--- src/rtl/midi_uart_pkg.sv ---
package midi_uart_pkg;

  typedef enum logic [1:0] {
    RATE_9600  = 2'b00,
    RATE_31K25 = 2'b01,
    RATE_38K4  = 2'b10,
    RATE_HALT  = 2'b11
  } rate_e;

  typedef enum logic [1:0] {
    TXC_QUIET   = 2'b00,
    TXC_IRQ     = 2'b01,
    TXC_RTS_OFF = 2'b10,
    TXC_BREAK   = 2'b11
  } txctl_e;

  typedef enum logic [2:0] {
    RX_IDLE,
    RX_START,
    RX_DATA,
    RX_STOP,
    RX_HOLD
  } rx_state_e;

  localparam int OVERSAMPLE = 16;

  // clock cycles per oversample tick, rounded to nearest, never below 1
  function automatic int tick_div(input int clk_hz, input int baud);
    int d;
    d = (clk_hz + (OVERSAMPLE * baud) / 2) / (OVERSAMPLE * baud);
    if (d < 1) d = 1;
    return d;
  endfunction

endpackage

--- src/rtl/midi_uart_baud.sv ---
module midi_uart_baud #(
  parameter int DIV_W = 10
) (
  input  logic             clk,
  input  logic             rst_n,
  input  logic             run,
  input  logic [DIV_W-1:0] div,
  output logic             tick
);

  logic [DIV_W-1:0] cnt;
  logic             wrap;

  assign wrap = (cnt >= div - DIV_W'(1));

  always_ff @(posedge clk or negedge rst_n) begin
    if (!rst_n) begin
      cnt  <= '0;
      tick <= 1'b0;
    end else if (!run) begin
      cnt  <= '0;
      tick <= 1'b0;
    end else if (wrap) begin
      cnt  <= '0;
      tick <= 1'b1;
    end else begin
      cnt  <= cnt + DIV_W'(1);
      tick <= 1'b0;
    end
  end

endmodule

--- src/rtl/midi_uart_tx.sv ---
module midi_uart_tx (
  input  logic       clk,
  input  logic       rst_n,
  input  logic       srst,
  input  logic       tick,
  input  logic       pend,
  input  logic [7:0] pend_data,
  input  logic       cts_n,
  output logic       take,
  output logic       line
);

  localparam int FRAME_BITS = 10;
  localparam int SUB_W = $clog2(midi_uart_pkg::OVERSAMPLE);

  logic                  busy;
  logic [SUB_W-1:0]      sub;
  logic [3:0]            bitn;
  logic [FRAME_BITS-1:0] shreg;
  logic                  sub_last;

  assign sub_last = (sub == SUB_W'(midi_uart_pkg::OVERSAMPLE - 1));
  // a new character starts only on a tick, with the line idle and CTS asserted
  assign take = tick & ~busy & pend & ~cts_n & ~srst;

  always_ff @(posedge clk or negedge rst_n) begin
    if (!rst_n) begin
      busy  <= 1'b0;
      sub   <= '0;
      bitn  <= '0;
      shreg <= '1;
      line  <= 1'b1;
    end else if (srst) begin
      busy  <= 1'b0;
      sub   <= '0;
      bitn  <= '0;
      shreg <= '1;
      line  <= 1'b1;
    end else if (take) begin
      busy  <= 1'b1;
      sub   <= '0;
      bitn  <= '0;
      shreg <= {1'b1, pend_data, 1'b0};
      line  <= 1'b0;
    end else if (tick && busy) begin
      if (sub_last) begin
        sub <= '0;
        if (bitn == 4'(FRAME_BITS - 1)) begin
          busy <= 1'b0;
        end else begin
          bitn  <= bitn + 4'd1;
          shreg <= {1'b1, shreg[FRAME_BITS-1:1]};
          line  <= shreg[1];
        end
      end else begin
        sub <= sub + SUB_W'(1);
      end
    end
  end


  line_step_chk: assert property (@(posedge clk) disable iff (!rst_n)
    (!$past(tick) && !$past(srst)) |-> $stable(line));

endmodule

--- src/rtl/midi_uart_rx.sv ---
module midi_uart_rx (
  input  logic       clk,
  input  logic       rst_n,
  input  logic       srst,
  input  logic       tick,
  input  logic       rxd,
  output logic       done,
  output logic [7:0] data,
  output logic       ferr
);

  import midi_uart_pkg::*;

  localparam int SUB_W = $clog2(OVERSAMPLE);
  localparam int MID   = OVERSAMPLE / 2 - 1;

  rx_state_e        state;
  logic [SUB_W-1:0] sub;
  logic [2:0]       bitn;
  logic [7:0]       shreg;
  logic             s1, s2;
  logic             sub_last;

  assign sub_last = (sub == SUB_W'(OVERSAMPLE - 1));

  always_ff @(posedge clk or negedge rst_n) begin
    if (!rst_n) begin
      s1 <= 1'b1;
      s2 <= 1'b1;
    end else begin
      s1 <= rxd;
      s2 <= s1;
    end
  end

  always_ff @(posedge clk or negedge rst_n) begin
    if (!rst_n) begin
      state <= RX_IDLE;
      sub   <= '0;
      bitn  <= '0;
      shreg <= '0;
      done  <= 1'b0;
      data  <= '0;
      ferr  <= 1'b0;
    end else begin
      done <= 1'b0;
      if (srst) begin
        state <= RX_IDLE;
        sub   <= '0;
        bitn  <= '0;
      end else if (tick) begin
        case (state)
          RX_IDLE: begin
            if (!s2) begin
              state <= RX_START;
              sub   <= '0;
            end
          end
          RX_START: begin
            if (sub == SUB_W'(MID)) begin
              sub  <= '0;
              bitn <= '0;
              state <= s2 ? RX_IDLE : RX_DATA;
            end else begin
              sub <= sub + SUB_W'(1);
            end
          end
          RX_DATA: begin
            if (sub_last) begin
              sub   <= '0;
              shreg <= {s2, shreg[7:1]};
              if (bitn == 3'd7) state <= RX_STOP;
              else              bitn  <= bitn + 3'd1;
            end else begin
              sub <= sub + SUB_W'(1);
            end
          end
          RX_STOP: begin
            if (sub_last) begin
              sub   <= '0;
              done  <= 1'b1;
              data  <= shreg;
              ferr  <= ~s2;
              state <= s2 ? RX_IDLE : RX_HOLD;
            end else begin
              sub <= sub + SUB_W'(1);
            end
          end
          RX_HOLD: begin
            if (s2) state <= RX_IDLE;
          end
          default: state <= RX_IDLE;
        endcase
      end
    end
  end


  rx_done_pulse_chk: assert property (@(posedge clk) disable iff (!rst_n)
    done |=> !done);

endmodule

--- src/rtl/midi_uart.sv ---
module midi_uart #(
  parameter int CLK_HZ = 125_000_000
) (
  input  logic       clk,
  input  logic       rst_n,
  input  logic       addr,
  input  logic       wr_en,
  input  logic       rd_en,
  input  logic [7:0] wdata,
  output logic [7:0] rdata,
  output logic       irq,
  input  logic       rxd,
  output logic       txd,
  input  logic       cts_n,
  output logic       rts_n
);

  import midi_uart_pkg::*;

  localparam int DIV_SLOW = tick_div(CLK_HZ, 9600);
  localparam int DIV_MIDI = tick_div(CLK_HZ, 31250);
  localparam int DIV_FAST = tick_div(CLK_HZ, 38400);
  localparam int DIV_W    = $clog2(DIV_SLOW + 1);

  rate_e      rate_q;
  txctl_e     tc_q;
  logic       rie_q;
  logic       cmd_wr, data_wr, data_rd, srst;
  logic [DIV_W-1:0] div;
  logic       tick;
  logic       hold_full;
  logic [7:0] hold_data;
  logic       take, tx_line;
  logic       rx_done, rx_ferr;
  logic [7:0] rx_data, rx_buf;
  logic       rbf, fe, ov, tbe;
  logic [7:0] status;
  logic       cmd_unused;

  assign cmd_wr  = wr_en & ~addr;
  assign data_wr = wr_en & addr;
  assign data_rd = rd_en & addr;
  assign srst    = (rate_q == RATE_HALT);
  assign cmd_unused = ^wdata[4:2];

  always_comb begin
    case (rate_q)
      RATE_9600:  div = DIV_W'(DIV_SLOW);
      RATE_31K25: div = DIV_W'(DIV_MIDI);
      RATE_38K4:  div = DIV_W'(DIV_FAST);
      default:    div = DIV_W'(DIV_SLOW);
    endcase
  end

  always_ff @(posedge clk or negedge rst_n) begin
    if (!rst_n) begin
      rate_q <= RATE_HALT;
      tc_q   <= TXC_QUIET;
      rie_q  <= 1'b0;
    end else if (cmd_wr) begin
      rate_q <= rate_e'(wdata[1:0]);
      tc_q   <= txctl_e'(wdata[6:5]);
      rie_q  <= wdata[7];
    end
  end

  always_ff @(posedge clk or negedge rst_n) begin
    if (!rst_n) begin
      hold_full <= 1'b0;
      hold_data <= '0;
    end else if (srst) begin
      hold_full <= 1'b0;
    end else if (data_wr) begin
      hold_full <= 1'b1;
      hold_data <= wdata;
    end else if (take) begin
      hold_full <= 1'b0;
    end
  end

  always_ff @(posedge clk or negedge rst_n) begin
    if (!rst_n) begin
      rbf    <= 1'b0;
      fe     <= 1'b0;
      ov     <= 1'b0;
      rx_buf <= '0;
    end else if (srst) begin
      rbf <= 1'b0;
      fe  <= 1'b0;
      ov  <= 1'b0;
    end else if (rx_done) begin
      rx_buf <= rx_data;
      fe     <= rx_ferr;
      rbf    <= 1'b1;
      ov     <= (rbf | ov) & ~data_rd;
    end else if (data_rd) begin
      rbf <= 1'b0;
      ov  <= 1'b0;
    end
  end

  assign tbe    = ~hold_full & ~cts_n & ~srst;
  assign irq    = (rie_q & (rbf | ov)) | ((tc_q == TXC_IRQ) & tbe);
  assign rts_n  = (tc_q == TXC_RTS_OFF);
  assign txd    = (tc_q == TXC_BREAK) ? 1'b0 : tx_line;
  assign status = {irq, 1'b0, ov, fe, cts_n, 1'b0, tbe, rbf};
  assign rdata  = addr ? rx_buf : status;

  midi_uart_baud #(.DIV_W(DIV_W)) u_baud (
    .clk(clk), .rst_n(rst_n), .run(~srst), .div(div), .tick(tick)
  );

  midi_uart_tx u_tx (
    .clk(clk), .rst_n(rst_n), .srst(srst), .tick(tick),
    .pend(hold_full), .pend_data(hold_data), .cts_n(cts_n),
    .take(take), .line(tx_line)
  );

  midi_uart_rx u_rx (
    .clk(clk), .rst_n(rst_n), .srst(srst), .tick(tick), .rxd(rxd),
    .done(rx_done), .data(rx_data), .ferr(rx_ferr)
  );


  rbf_fall_chk: assert property (@(posedge clk) disable iff (!rst_n)
    $fell(rbf) |-> ($past(data_rd) || $past(srst)));


  ov_rise_chk: assert property (@(posedge clk) disable iff (!rst_n)
    $rose(ov) |-> $past(rbf));


  hold_drain_chk: assert property (@(posedge clk) disable iff (!rst_n)
    $fell(hold_full) |-> (($past(cts_n) == 1'b0) || $past(srst)));

endmodule

--- config.mk ---
export PLATFORM = sky130hd
export DESIGN_NAME = midi_uart
export DESIGN_NICKNAME = d
export VERILOG_FILES = /design/src/rtl/midi_uart_pkg.sv /design/src/rtl/midi_uart_baud.sv /design/src/rtl/midi_uart_tx.sv /design/src/rtl/midi_uart_rx.sv /design/src/rtl/midi_uart.sv
export SDC_FILE = /design/constraint.sdc
export NUM_CORES = 1
export LEC_CHECK = 0
export BUFFER_PORTS_ARGS = -buffer_cell sky130_fd_sc_hd__buf_2
export CAP_MARGIN = 20
export CORE_MARGIN = 3
export CORE_UTILIZATION = 55
export CTS_CLUSTER_DIAMETER = 60
export DETAILED_ROUTE_END_ITERATION = 10
export PLACE_DENSITY = 0.73
export SLEW_MARGIN = 20
export SYNTH_ARGS = -nofsm -noshare
export SYNTH_HDL_FRONTEND = slang
export SYNTH_SLANG_ARGS = --single-unit
--- constraint.sdc ---
create_clock -name clk -period 3.07 [get_ports clk]
set_input_delay 0.614 -clock clk [delete_from_list [all_inputs] [get_ports clk]]
set_output_delay 0.614 -clock clk [all_outputs]
set_load 0.01 [all_outputs]
Yosys cells after proc, flatten, opt, wreduce, memory -nomap -nowiden
Cells that the tools add are included.

word-level totals
  word-level logic and storage cells = 165
  bits in registers = 86
  input port bits = 15
  output and inout bits = 11

cells by class
  eq/ne operators = 23
  mux-type cells = 68
  add/sub/neg operators = 6
  bitwise operators = 21
  magnitude comparators = 1
  reduce and logical (&&, ||, !) cells = 21

operators with widths
  kind                                                   count
  two-way mux 10 bit                                     7
  two-way mux 4 bit                                      14
  two-way mux 3 bit                                      14
  two-way mux 1 bit                                      27
  case mux 10 bit (2 select lines)                       1
  inequality test 3 x 2 -> 1 bit, second input constant  6
  nonzero test 3 bit                                     6
  case mux 3 bit (5 select lines)                        1
  adder 4 x 1 -> 4 bit, second input constant            3
  bitwise AND 1 bit                                      12
  equality test 4 bit, second input constant             3
  case mux 4 bit (3 select lines)                        1
  adder 10 x 1 -> 10 bit, second input constant          1
  >= comparator 10 bit                                   1
  subtractor 10 x 1 -> 10 bit, second input constant     1
  AND reduction 3 bit                                    3
  equality test 2 bit, second input constant             4
  two-way mux 8 bit                                      1
  AND reduction 4 bit                                    2
  NOT 1 bit                                              7
  AND reduction 7 bit                                    1
  equality test 3 x 2 -> 1 bit, second input constant    2
  equality test 3 bit, second input constant             2
  inequality test 3 bit, second input constant           2
  14 further kinds                                       18

Longest topological paths before layout
Gate-level depths: netlist of run 1.

  depth after elaboration = 8
  mapped depth = 10
  depth with buffers taken out = 9

Hierarchy
From an unflattened synthesis of run 1, not the netlist that was laid out.

unflattened totals
  cells, all modules = 405
  area total of the unflattened synthesis = 4529.3 µm²

modules (own cells, without submodules)
  module          area each (µm²)  sequential area each (µm²)  cells an instance  instances
  midi_uart_rx    1412.6           753.2                       113                1
  midi_uart       1134.8           628.1                       88                 1
  midi_uart_tx    1079.8           461.7                       113                1
  midi_uart_baud  902.1            275.3                       91                 1

Least setup slack after synthesis of run 1
No wires, ideal clock.

  path kind = reg-to-reg
  from = register rate_q[0]
  to = register u_baud.cnt[1]
  data arrival time = 2167 ps
  path buffers = 1
  required time = 2990 ps
  stages on the path, launching flop included = 11
  period minus slack after synthesis = 2247 ps
  path slack = 823 ps
  setup time = 80 ps
  cells stage by stage = dfstp_2 inv_1 ha_1 inv_1 ha_1 a31o_1 a21oi_2 o21ai_1 a221o_1 buf_6 nor3b_2

between the ends
  word-level cells in the longest chain between the ends = 6
  elaborated cells on any way between the ends = 8
  those cells by class = add/sub: 1; order compare: 1; eq/ne: 3; mux: 3

ends and longest elaborated chain
  element                                                                     RTL line              text
  from (decl)                                                                 midi_uart.sv:25       rate_e rate_q;
  from (signal assigned)                                                      midi_uart.sv:61       rate_q <= rate_e'(wdata[1:0]);
  equality test 2 bit / equality test 2 x 1 -> 1 bit (equally long branches)  midi_uart.sv:47       case (rate_q)
  case mux 10 bit (2 select lines)                                            midi_uart.sv:47
  subtractor 10 x 1 -> 10 bit                                                 midi_uart_baud.sv:14  assign wrap = (cnt >= div - DIV_W'(1));
  >= comparator 10 bit                                                        midi_uart_baud.sv:14
  two-way mux 10 bit                                                          midi_uart_baud.sv:23  end else if (wrap) begin
  two-way mux 10 bit *                                                        midi_uart_baud.sv:20  end else if (!run) begin
  to (signal assigned)                                                        midi_uart_baud.sv:27  cnt <= cnt + DIV_W'(1);
  to (decl)                                                                   midi_uart_baud.sv:11  logic [DIV_W-1:0] cnt;

Every way passes the cells marked *; elsewhere a longest branch is shown, timed or not.
A chain may end at the register's enable or synchronous reset.

Final worst setup path of run 1
  from = register rate_q[0]
  to = register u_baud.tick

between the ends
  word-level cells in the longest chain between the ends = 6
  elaborated cells on any way between the ends = 8
  those cells by class = add/sub: 1; order compare: 1; eq/ne: 3; mux: 3

ends and longest elaborated chain
  element                                                                     RTL line              text
  equality test 2 bit / equality test 2 x 1 -> 1 bit (equally long branches)  midi_uart.sv:47
  case mux 10 bit (2 select lines)                                            midi_uart.sv:47
  subtractor 10 x 1 -> 10 bit                                                 midi_uart_baud.sv:14
  >= comparator 10 bit                                                        midi_uart_baud.sv:14
  two-way mux 1 bit                                                           midi_uart_baud.sv:23
  two-way mux 1 bit *                                                         midi_uart_baud.sv:20
  to (signal assigned)                                                        midi_uart_baud.sv:19  tick <= 1'b0;
  to (signal assigned)                                                        midi_uart_baud.sv:22  tick <= 1'b0;
  to (signal assigned)                                                        midi_uart_baud.sv:25  tick <= 1'b1;
  to (decl)                                                                   midi_uart_baud.sv:8   output logic tick

Marked as above.

==> results of run 1 <==
-- path summary, 6_finish.rpt --
| check | from | end | depth (start not counted) |
|---|---|---|---|
| setup / recovery | rate_q[0]$_DFFE_PN1P_ | u_baud.tick$_DFF_PN0_ | 9 |
| hold / removal | rst_n | tc_q[0]$_DFFE_PN0P_ | 1 |
| setup reg to reg | rate_q[0]$_DFFE_PN1P_ | u_baud.tick$_DFF_PN0_ | 9 |
| hold reg to reg | u_rx.s1$_DFF_PN1_ | u_rx.s2$_DFF_PN1_ | 0 |
| max in group asynchronous | rst_n | u_rx.shreg[5]$_DFFE_PN0P_ | 1 |
| min in group clk | rxd | u_rx.s1$_DFF_PN1_ | 1 |
-- power by group through the flow --
stage / Clock (mW) / Combinational, mW / Sequential (mW)
5_1_grt: 0.866 / 0.629 / 1.44
3_5_place_dp: 0 / 0.553 / 1.44
2_1_floorplan: 0 / 0.459 / 1.37
3_3_place_gp: 0 / 0.528 / 1.43
4_1_cts: 0.825 / 0.556 / 1.42
6_report: 0.796 / 0.551 / 1.42
-- layout make-up --
cell class / count / area [um2] / area share
Clock buffer: 10 / 128 / 0.0279
Clock inverter: 6 / 71.3 / 0.0156
Tap cell: 99 / 124 / 0.0271
Inverter: 13 / 48.8 / 0.0107
Multi-Input combinational cell: 253 / 1910 / 0.418
Sequential cell: 84 / 2120 / 0.463
Timing Repair Buffer: 30 / 169 / 0.0370
-- critical path, stage by stage (launching register included) --
cell and delay, ns:
dfstp_2 0.56, inv_1 0.07, ha_1 0.33, inv_1 0.10
ha_1 0.20, a31o_1 0.23, a21oi_2 0.12, o21ai_1 0.07
a221o_1 0.57, nor2b_1 0.23
-- cell families after synthesis --
family	after synthesis	synth area share
buffers and inverters	29	0.0320
AND/OR/NAND/NOR	117	0.155
adder cells (fa/ha/maj)	18	0.0543
XOR/XNOR	17	0.0359
flip-flops	84	0.511
multiplexers	43	0.116
AO/OA/AOI/OAI	58	0.0959
-- sequential cells by signal, indices dropped and copies added, names as in the netlist, 2 cells and up --
register / count
u_rx.data: 8
rx_buf: 8
u_rx.state: 3
u_tx.sub: 4
u_rx.sub: 4
hold_data: 8
u_rx.shreg: 8
tc_q: 2
u_rx.bitn: 3
u_tx.shreg: 8
u_baud.cnt: 10
u_tx.bitn: 4
rate_q: 2
-- cells in the mapped netlist, types with 6 or more instances --
| cell type | count | area share |
|---|---|---|
| a211oi_1 | 8 | 0.014 |
| a21oi_1 | 6 | 0.0072 |
| buf_2 | 7 | 0.0084 |
| dfrtp_1 | 71 | 0.43 |
| dfstp_2 | 13 | 0.082 |
| ha_1 | 18 | 0.054 |
| inv_1 | 13 | 0.012 |
| mux2_2 | 41 | 0.11 |
| nand2_1 | 35 | 0.032 |
| nand3_1 | 7 | 0.0084 |
| nand4_1 | 8 | 0.012 |
| nor2_1 | 19 | 0.017 |
| nor2b_1 | 13 | 0.020 |
| nor3_2 | 9 | 0.022 |
| o21ai_0 | 10 | 0.012 |
| o21ai_1 | 12 | 0.014 |
| xor2_1 | 12 | 0.025 |
-- metrics by stage --
step	setup WS, ns	cells	power [mW]	utilization	hold slack, ns
after detailed placement	0.474	479	1.99	0.599	0.349
after CTS	0.462	495	2.80	0.626	0.335
after global placement	0.586	479	1.96	0.599	0.348
after global routing	0.372	495	2.93	0.627	0.336
after floorplan	0.823	366	1.83	-	0.318
final	0.476	495	2.77	0.627	0.251
-- placed cells by master, fill, tap and decap left out, types with 7 or more instances in the layout --
master	instances
buf_2	24
nand2_1	35
nor2b_1	13
inv_1	13
nand3_1	7
o21ai_0	10
a211oi_1	8
xor2_1	12
dfstp_2	13
clkbuf_8	9
nand4_1	8
nor3_2	9
dfrtp_1	71
o21ai_1	12
ha_1	18
nor2_1	19
mux2_2	41
-- per-layer routing --
| metal | wire (um) | global-route usage | vias to the layer above |
|---|---|---|---|
| met1 | 3520 | 0.253 | 1383 |
| met3 | 217 | 0.0349 | 14 |
| met2 | 3630 | 0.299 | 45 |
| met5 | 0 | 0 | - |
| li1 | - | - | 1330 |
| met4 | 155 | 0.0842 | 0 |
==> run summary, run 1 <==
Hold buffer count at cts: 0
DR pass1 iterations: 5
Fraction of registers with async set/reset: 1.00
Top FF cell, synth: dfrtp_1
Initial cell density of the core: 0.569
Final period utilization: 0.845
Via density: 5.60
Via count: 2772
DRT antenna net count: 0
Max Fanout on Critical Path: 11
Post-CTS sizing: 0
Pins Over Slew Limit: 0
Sink Count: 84
TritonCTS clock tree: done
Syn nets: 399
Cell Pwr Density: 605 nW/um2
Iter 0 DRT Violations: 102
RSZ-0062 raised after global routing: no
Leakage: 2.18 nW
Synth Instances: 366
Total grt overflow: 0
First-pass GRT wire length: 12.7 mm
Nets: 424
Clock network fraction of total power: 0.288
Design Area, Final: 4570 um2
Die Width: 92.8 um
# DRC: 0
Gp weighted congestion: 0.826
Post-CTS setup buffers: 0
Ys Warns: 0
Seq/Total Area, Yosys: 0.511
Largest net degree at the start of global routing: 85
Synth Register Bits: 84
Fmax: 386 MHz
Placed inst area: 4370 um2
H-tree levels: 3
Core ar.: 7290 um2
Slew HR: 0.448
Area Overhead vs Synth: 10.2%
Worst Hold Class: in -> async
Total internal power: 1.92 mW
Clk root buf: clkbuf_8
Antenna violations before repair: 0
Ports: 26
Setup_tns: 0 ns
Flop-to-flop setup slack: 0.48 ns
Overall Global Routing Usage: 0.189
Clk Latency, worst-skew pair: 0.36 ns
Reg power frac: 0.513
Fraction of layout instances using a drive strength above 1: 0.293
Input/output buffers: 25
# setup viols final: 0
Crit path DAT: 2.83 ns
EDFF count, synth: 0
CP endpoint kind: flop
Ant diodes: 0
DP Wirelength: 5.18 mm
Netlist Area Pre-Place: 4150 um2
Switch Pwr: 0.850 mW
Inserted Clock Buffers: 9
Critical path data required time: 3.31 ns
DRT Wirelength: 7.53 mm
Syn_area_per_cell: 11.3 um2
Count of cell types in the netlist: 53
Chip height: 92.8 um
Row count: 31
Slew at the pin with the worst max-slew slack: 0.826 ns
Combinational power share: 0.199
Routed wire length per instance: 15.2 um
Clock-pin slew on the worst setup and hold paths: 0.09 ns
Clock Skew: 0.0153 ns
Status: finished, final reports clean
Setup CP Type: reg -> reg
Fillers: 631
Fin crit period: 2.59 ns
Max Cap Viol: 0
Worst vdd ir: 290 uV
Max Buffers Root-to-Sink: 2
Final hold vios: 0
Startpoint types: flop
Switching share of power: 0.307
Die area: 8620 um2
Vias in the first global route: 2695
Note: power is estimated with default switching activity, not from simulation.
==> run 2, diff against run 1 <==
--- a/config.mk
+++ b/config.mk
@@ -5,13 +5,14 @@
 export SDC_FILE = /design/constraint.sdc
 export NUM_CORES = 1
 export LEC_CHECK = 0
+export ABC_AREA = 1
 export BUFFER_PORTS_ARGS = -buffer_cell sky130_fd_sc_hd__buf_2
 export CAP_MARGIN = 20
 export CORE_MARGIN = 3
 export CORE_UTILIZATION = 55
 export CTS_CLUSTER_DIAMETER = 60
 export DETAILED_ROUTE_END_ITERATION = 10
-export PLACE_DENSITY = 0.73
+export PLACE_DENSITY = 0.76
 export SLEW_MARGIN = 20
 export SYNTH_ARGS = -nofsm -noshare
 export SYNTH_HDL_FRONTEND = slang
==> constraint.sdc (replaced) <==
create_clock -name clk -period 2.2 [get_ports clk]
set_input_delay 0.44 -clock clk [delete_from_list [all_inputs] [get_ports clk]]
set_output_delay 0.44 -clock clk [all_outputs]
set_load 0.01 [all_outputs]
==> run summary, run 2 <==
Status: finished, final reports clean
DRT Wirelength: 8.02 mm
Final period utilization: 0.953
Gp weighted congestion: 0.856
Ports: 26
Clk root buf: clkbuf_8
Count of cell types in the netlist: 33
Top reg by flops: u_baud.cnt
Post-CTS setup buffers: 0
Placed insts: 608
Antenna violations before repair: 0
Via density: 5.19
Fillers: 624
Footprint of the multi-input gates: 1910 um2
Netlist Area Pre-Place: 4270 um2
Reg2reg end: u_tx.bitn[0]$_DFFE_PN0P_
R2R Path Start: rate_q[1]$_DFFE_PN1P_
Max Fanout on Critical Path: 5
DRT antenna net count: 0
Chip height: 94.1 um
Seq/Total Area, Yosys: 0.496
Top cells by count, synth: 134 x nand2_1, 71 x dfrtp_1, 55 x inv_1, 39 x nor2_1, 29 x o21ai_0
Via count: 3236
Iter 0 DRT Violations: 161
Total chip power: 4.28 mW
Row count: 31
EDFF count, synth: 0
Area Overhead vs Synth: 11.8%
Largest area contributor in the netlist: dfrtp_1
Seq. cell area: 2120 um2
Cell Pwr Density: 897 nW/um2
Syn nets: 519
Commonest cells after routing, fill and taps aside: 134 x nand2_1, 71 x dfrtp_1, 54 x inv_1
Worst Hold Class: in -> async
Syn_area_per_cell: 8.78 um2
Synth Instances: 486
DR pass1 iterations: 4
Leakage: 2.44 nW
Die Width: 94.1 um
H-tree levels: 3
RSZ-0062 raised after global routing: no
Slew HR: 0.720
# DRC: 0
Nets: 553
Main area contributors after synthesis: dfrtp_1 42%, nand2_1 12%, dfstp_2 8.0%
Core ar.: 7410 um2
Most common cell after layout, fill and taps aside: nand2_1
Largest net degree at the start of global routing: 38
Crit path DAT: 1.66 ns
TritonCTS clock tree: done
First-pass GRT wire length: 14.3 mm
Startpoint types: flop
Fraction of registers with async set/reset: 1.00
Setup_tns: 0 ns
Slew at the pin with the worst max-slew slack: 0.420 ns
Setup CP Type: reg -> out
Clock-pin slew on the worst setup and hold paths: 0.08 ns
Clk Latency, worst-skew pair: 0.35 ns
Critical path data required time: 1.76 ns
Pins Over Slew Limit: 0
Flop-to-flop setup slack: 0.19 ns
Initial cell density of the core: 0.576
Ant diodes: 0
Ys Warns: 0
Routed wire length per instance: 12.8 um
Overall Global Routing Usage: 0.204
Vias in the first global route: 3260
Fraction of layout instances using a drive strength above 1: 0.215
Max reg flops: 10
Worst vdd ir: 507 uV
Sink Count: 84
Clock Skew: 0.00612 ns
Fin crit period: 2.10 ns
DP Wirelength: 5.87 mm
CP endpoint kind: output pin
Total grt overflow: 0
Area share of the leading cell type in the synthesized netlist: 0.416
Fmax: 477 MHz
# setup viols final: 0
Final hold vios: 0
Most common cell in the netlist: nand2_1
Max Buffers Root-to-Sink: 2
Input/output buffers: 25
Synth Register Bits: 84
Max Cap Viol: 0
Die area: 8850 um2
Inserted Clock Buffers: 9
Top FF cell, synth: dfrtp_1
Final std cells w/o fill: 624
Worst R2R Path Depth: 9
-- run 2: changes by cell type in the layout (fill, tap and decap cells not counted), moves of 5 or more --
cell      delta
nor3_2       -7
nor2b_1     -13
nand2_1     +99
a211oi_1     -8
mux2_2      -33
nand2b_1     -5
o21ai_2     +24
nand3_1     +20
o21ai_0     +19
o21ai_1     -11
nand3_2      +5
inv_1       +41
nor2_1      +20
-- run 2: logic make-up (layout without fill, tap and decap cells) --
kind of cell / count (synthesis) / after routing / share of synthesized area
AND/OR/NAND/NOR: 225 / 225 / 0.225
flip-flops: 84 / 84 / 0.496
AO/OA/AOI/OAI: 71 / 71 / 0.109
buffers and inverters: 66 / 105 / 0.0665
adder cells (fa/ha/maj): 18 / 18 / 0.0528
XOR/XNOR: 14 / 14 / 0.0287
multiplexers: 8 / 8 / 0.0211
-- run 2: area by class of cell --
| cell class | count | area share |
|---|---|---|
| clock buffer | 10 | 0.0267 |
| clock inverter | 6 | 0.0184 |
| inverter | 58 | 0.0456 |
| multi-input combinational | 336 | 0.400 |
| sequential | 84 | 0.444 |
| tap | 99 | 0.0260 |
| timing repair buffer | 31 | 0.0396 |
-- run 2: layer usage --
metal,up-vias,wire [um],track usage
li1,1621,-,-
met1,1554,3710,0.252
met2,57,3970,0.355
met3,4,279,0.0409
met4,0,57,0.0722
met5,-,0,0
-- run 2: worst max path at each step --
stage / from / to / slack, ns
after floorplan: rate_q[0]$_DFFE_PN1P_ / u_baud.cnt[0]$_DFF_PN0_ / 0.21
final: rate_q[1]$_DFFE_PN1P_ / rdata[7] / 0.10
after global placement: rate_q[0]$_DFFE_PN1P_ / u_baud.cnt[5]$_DFF_PN0_ / 0.18
after detailed placement: rate_q[0]$_DFFE_PN1P_ / u_baud.cnt[9]$_DFF_PN0_ / 0.04
after global routing: rate_q[1]$_DFFE_PN1P_ / rdata[7] / 0.006
after CTS: rate_q[0]$_DFFE_PN1P_ / u_baud.cnt[9]$_DFF_PN0_ / 0.002
-- run 2: critical path: stages (launching register included) --
cell,delay (ns)
dfstp_2,0.60
ha_1,0.30
nor3_2,0.08
nand3_1,0.09
a31oi_1,0.09
buf_2,0.15
-- run 2: power by group --
part           internal, mW  switching (mW)
sequential             1.85           0.218
clock                 0.640           0.547
combinational         0.400           0.627
-- run 2: what timing repair did --
item | in CTS | in global routing
endpoints found under the hold margin | 0 | 0
endpoints found under the setup margin | 0 | 11
resized for setup | 0 | 7
hold buffers | 0 | 0
-- run 2: metrics by stage --
step                      setup slack [ns]  hold slack (ns)  utilization  cell area [um2]
after global routing               0.00576           0.0245        0.644             4770
after detailed placement            0.0389            0.351        0.609             4510
after global placement               0.181            0.346        0.609             4510
after floorplan                      0.206            0.144            -             4270
after CTS                          0.00203           0.0279        0.638             4730
final                                0.104           0.0186        0.644             4770
==> run 3, diff against run 2 <==
==> constraint.sdc (replaced) <==
create_clock -name clk -period 2.2 [get_ports clk]
set_input_delay 0.44 -clock clk [delete_from_list [all_inputs] [get_ports clk]]
set_output_delay 0.44 -clock clk [all_outputs]
set_load 0.02 [all_outputs]
==> run summary, run 3 (synthesized netlist as in run 2, its figures left out) <==
Status: finished, final reports clean
Startpoint types: flop
Vias in the first global route: 3176
Die area: 8850 um2
Setup CP Type: reg -> out
Worst vdd ir: 463 uV
Final hold vios: 0
Most common cell after layout, fill and taps aside: nand2_1
# DRC: 0
Total grt overflow: 0
Nets: 554
Gp weighted congestion: 0.851
Die Width: 94.1 um
DR pass1 iterations: 6
Cell Pwr Density: 867 nW/um2
Reg2reg end: u_baud.cnt[6]$_DFF_PN0_
DRT antenna net count: 0
Design Area, Final: 4780 um2
Largest net degree at the start of global routing: 41
Clock Skew: 0.0152 ns
DP Wirelength: 5.88 mm
Hold buffer count at cts: 0
Total chip power: 4.14 mW
Chip height: 94.1 um
Iter 0 DRT Violations: 185
Flop-to-flop setup slack: 0.11 ns
Max layer used: met4
Fraction of layout instances using a drive strength above 1: 0.222
Initial cell density of the core: 0.576
Max reg flops: 10
Fin crit period: 2.12 ns
Input/output buffers: 25
Clock-pin slew on the worst setup and hold paths: 0.09 ns
Post-Route M1 WL: 3.85 mm
Fmax: 472 MHz
Core ar.: 7410 um2
Overall Global Routing Usage: 0.204
Clk Latency, worst-skew pair: 0.35 ns
Worst R2R Path Depth: 11
Setup ws final: 0.0818 ns
Inserted Clock Buffers: 9
Top reg by flops: u_baud.cnt
Crit path DAT: 1.68 ns
Slew at the pin with the worst max-slew slack: 0.550 ns
Via density: 5.21
Ant diodes: 0
Commonest cells after routing, fill and taps aside: 134 x nand2_1, 71 x dfrtp_1, 54 x inv_1
TritonCTS clock tree: done
Leakage: 2.44 nW
Pre-CTS WS: -0.0592 ns
Worst Hold Class: in -> async
Area Overhead vs Synth: 11.9%
Metal2 WL: 4.06 mm
Slew HR: 0.634
Row count: 31
Max Cap Viol: 0
Antenna violations before repair: 0
CP endpoint kind: output pin
Max Fanout on Critical Path: 5
Critical path data required time: 1.76 ns
Ports: 26
H-tree levels: 3
First-pass GRT wire length: 14.2 mm
Placed inst area: 4500 um2
Max Buffers Root-to-Sink: 2
R2R Path Start: rate_q[0]$_DFFE_PN1P_
Met3 wire len: 324 um
Routed wire length per instance: 13.5 um
Clk root buf: clkbuf_8
Final period utilization: 0.963
DRT Wirelength: 8.42 mm
Via count: 3257
Pins Over Slew Limit: 0
Sink Count: 84
# setup viols final: 0
[run 3: changes by cell type in the layout (fill, tap and decap cells not counted), moves of 2 or more]
cell,previous run,this run
clkbuf_8,9,11
nor3_2,2,0
buf_4,5,7
bufinv_16,2,0
nand3_2,5,7
clkinv_2,0,2
nand3_1,27,25
[run 3: final cells by class]
cell class	count	area [um2]
Sequential cell	84	2120
Fill cell	603	2630
Tap cell	99	124
Timing Repair Buffer	31	188
Clock inverter	4	25.0
Multi-Input combinational cell	337	1950
Inverter	58	218
Clock buffer	12	155
[run 3: worst max path at each step]
stage | from | endpoint | slack [ns] | cells past startpoint
6_report | rate_q[1]$_DFFE_PN1P_ | rdata[1] | 0.08 | 6
5_1_grt | rate_q[0]$_DFFE_PN1P_ | u_baud.cnt[7]$_DFF_PN0_ | -0.06 | 11
4_1_cts | rate_q[0]$_DFFE_PN1P_ | u_baud.cnt[3]$_DFF_PN0_ | 0.02 | 8
3_5_place_dp | rate_q[0]$_DFFE_PN1P_ | u_baud.cnt[3]$_DFF_PN0_ | -0.06 | 8
3_3_place_gp | rate_q[0]$_DFFE_PN1P_ | u_baud.cnt[5]$_DFF_PN0_ | 0.05 | 8
2_1_floorplan | rate_q[0]$_DFFE_PN1P_ | u_baud.cnt[0]$_DFF_PN0_ | 0.21 | 8
[run 3: power breakdown]
group          leakage, nW  switching, mW  total, mW  internal [mW]
registers             1.08          0.218       2.07           1.85
clock network       0.0884          0.541       1.01          0.469
logic                 1.27          0.658       1.06          0.406
total                 2.44           1.42       4.14           2.72
[run 3: timing repair]
action / CTS / global route
resized for setup: 2 / 11
pin swaps: 0 / 5
setup buffers: 0 / 1
hold endpoints to repair: 0 / 0
setup endpoints to repair: 11 / 11
gates cloned: 0 / 1
[run 3: metrics by stage]
stage	hold slack, ns	TNS, ns	std cells	util
2_1_floorplan	0.144	0	486	-
3_3_place_gp	0.346	0	607	0.608
3_5_place_dp	0.347	-0.319	607	0.608
4_1_cts	0.0581	0	623	0.634
5_1_grt	0.0862	-0.270	625	0.645
6_report	0.0565	0	625	0.645
[run 3: critical path, cell delays in order (launching register included)]
cell	delay (ns)
dfstp_2	0.58
ha_2	0.27
nor3_4	0.06
buf_4	0.13
nand2_1	0.05
nand2_1	0.07
buf_2	0.16
[run 3: routing by layer]
layer  track usage  vias to the layer above
li1              -                     1634
met1         0.254                     1539
met2         0.346                       71
met3        0.0473                       13
met4        0.0746                        0
met5             0                        -
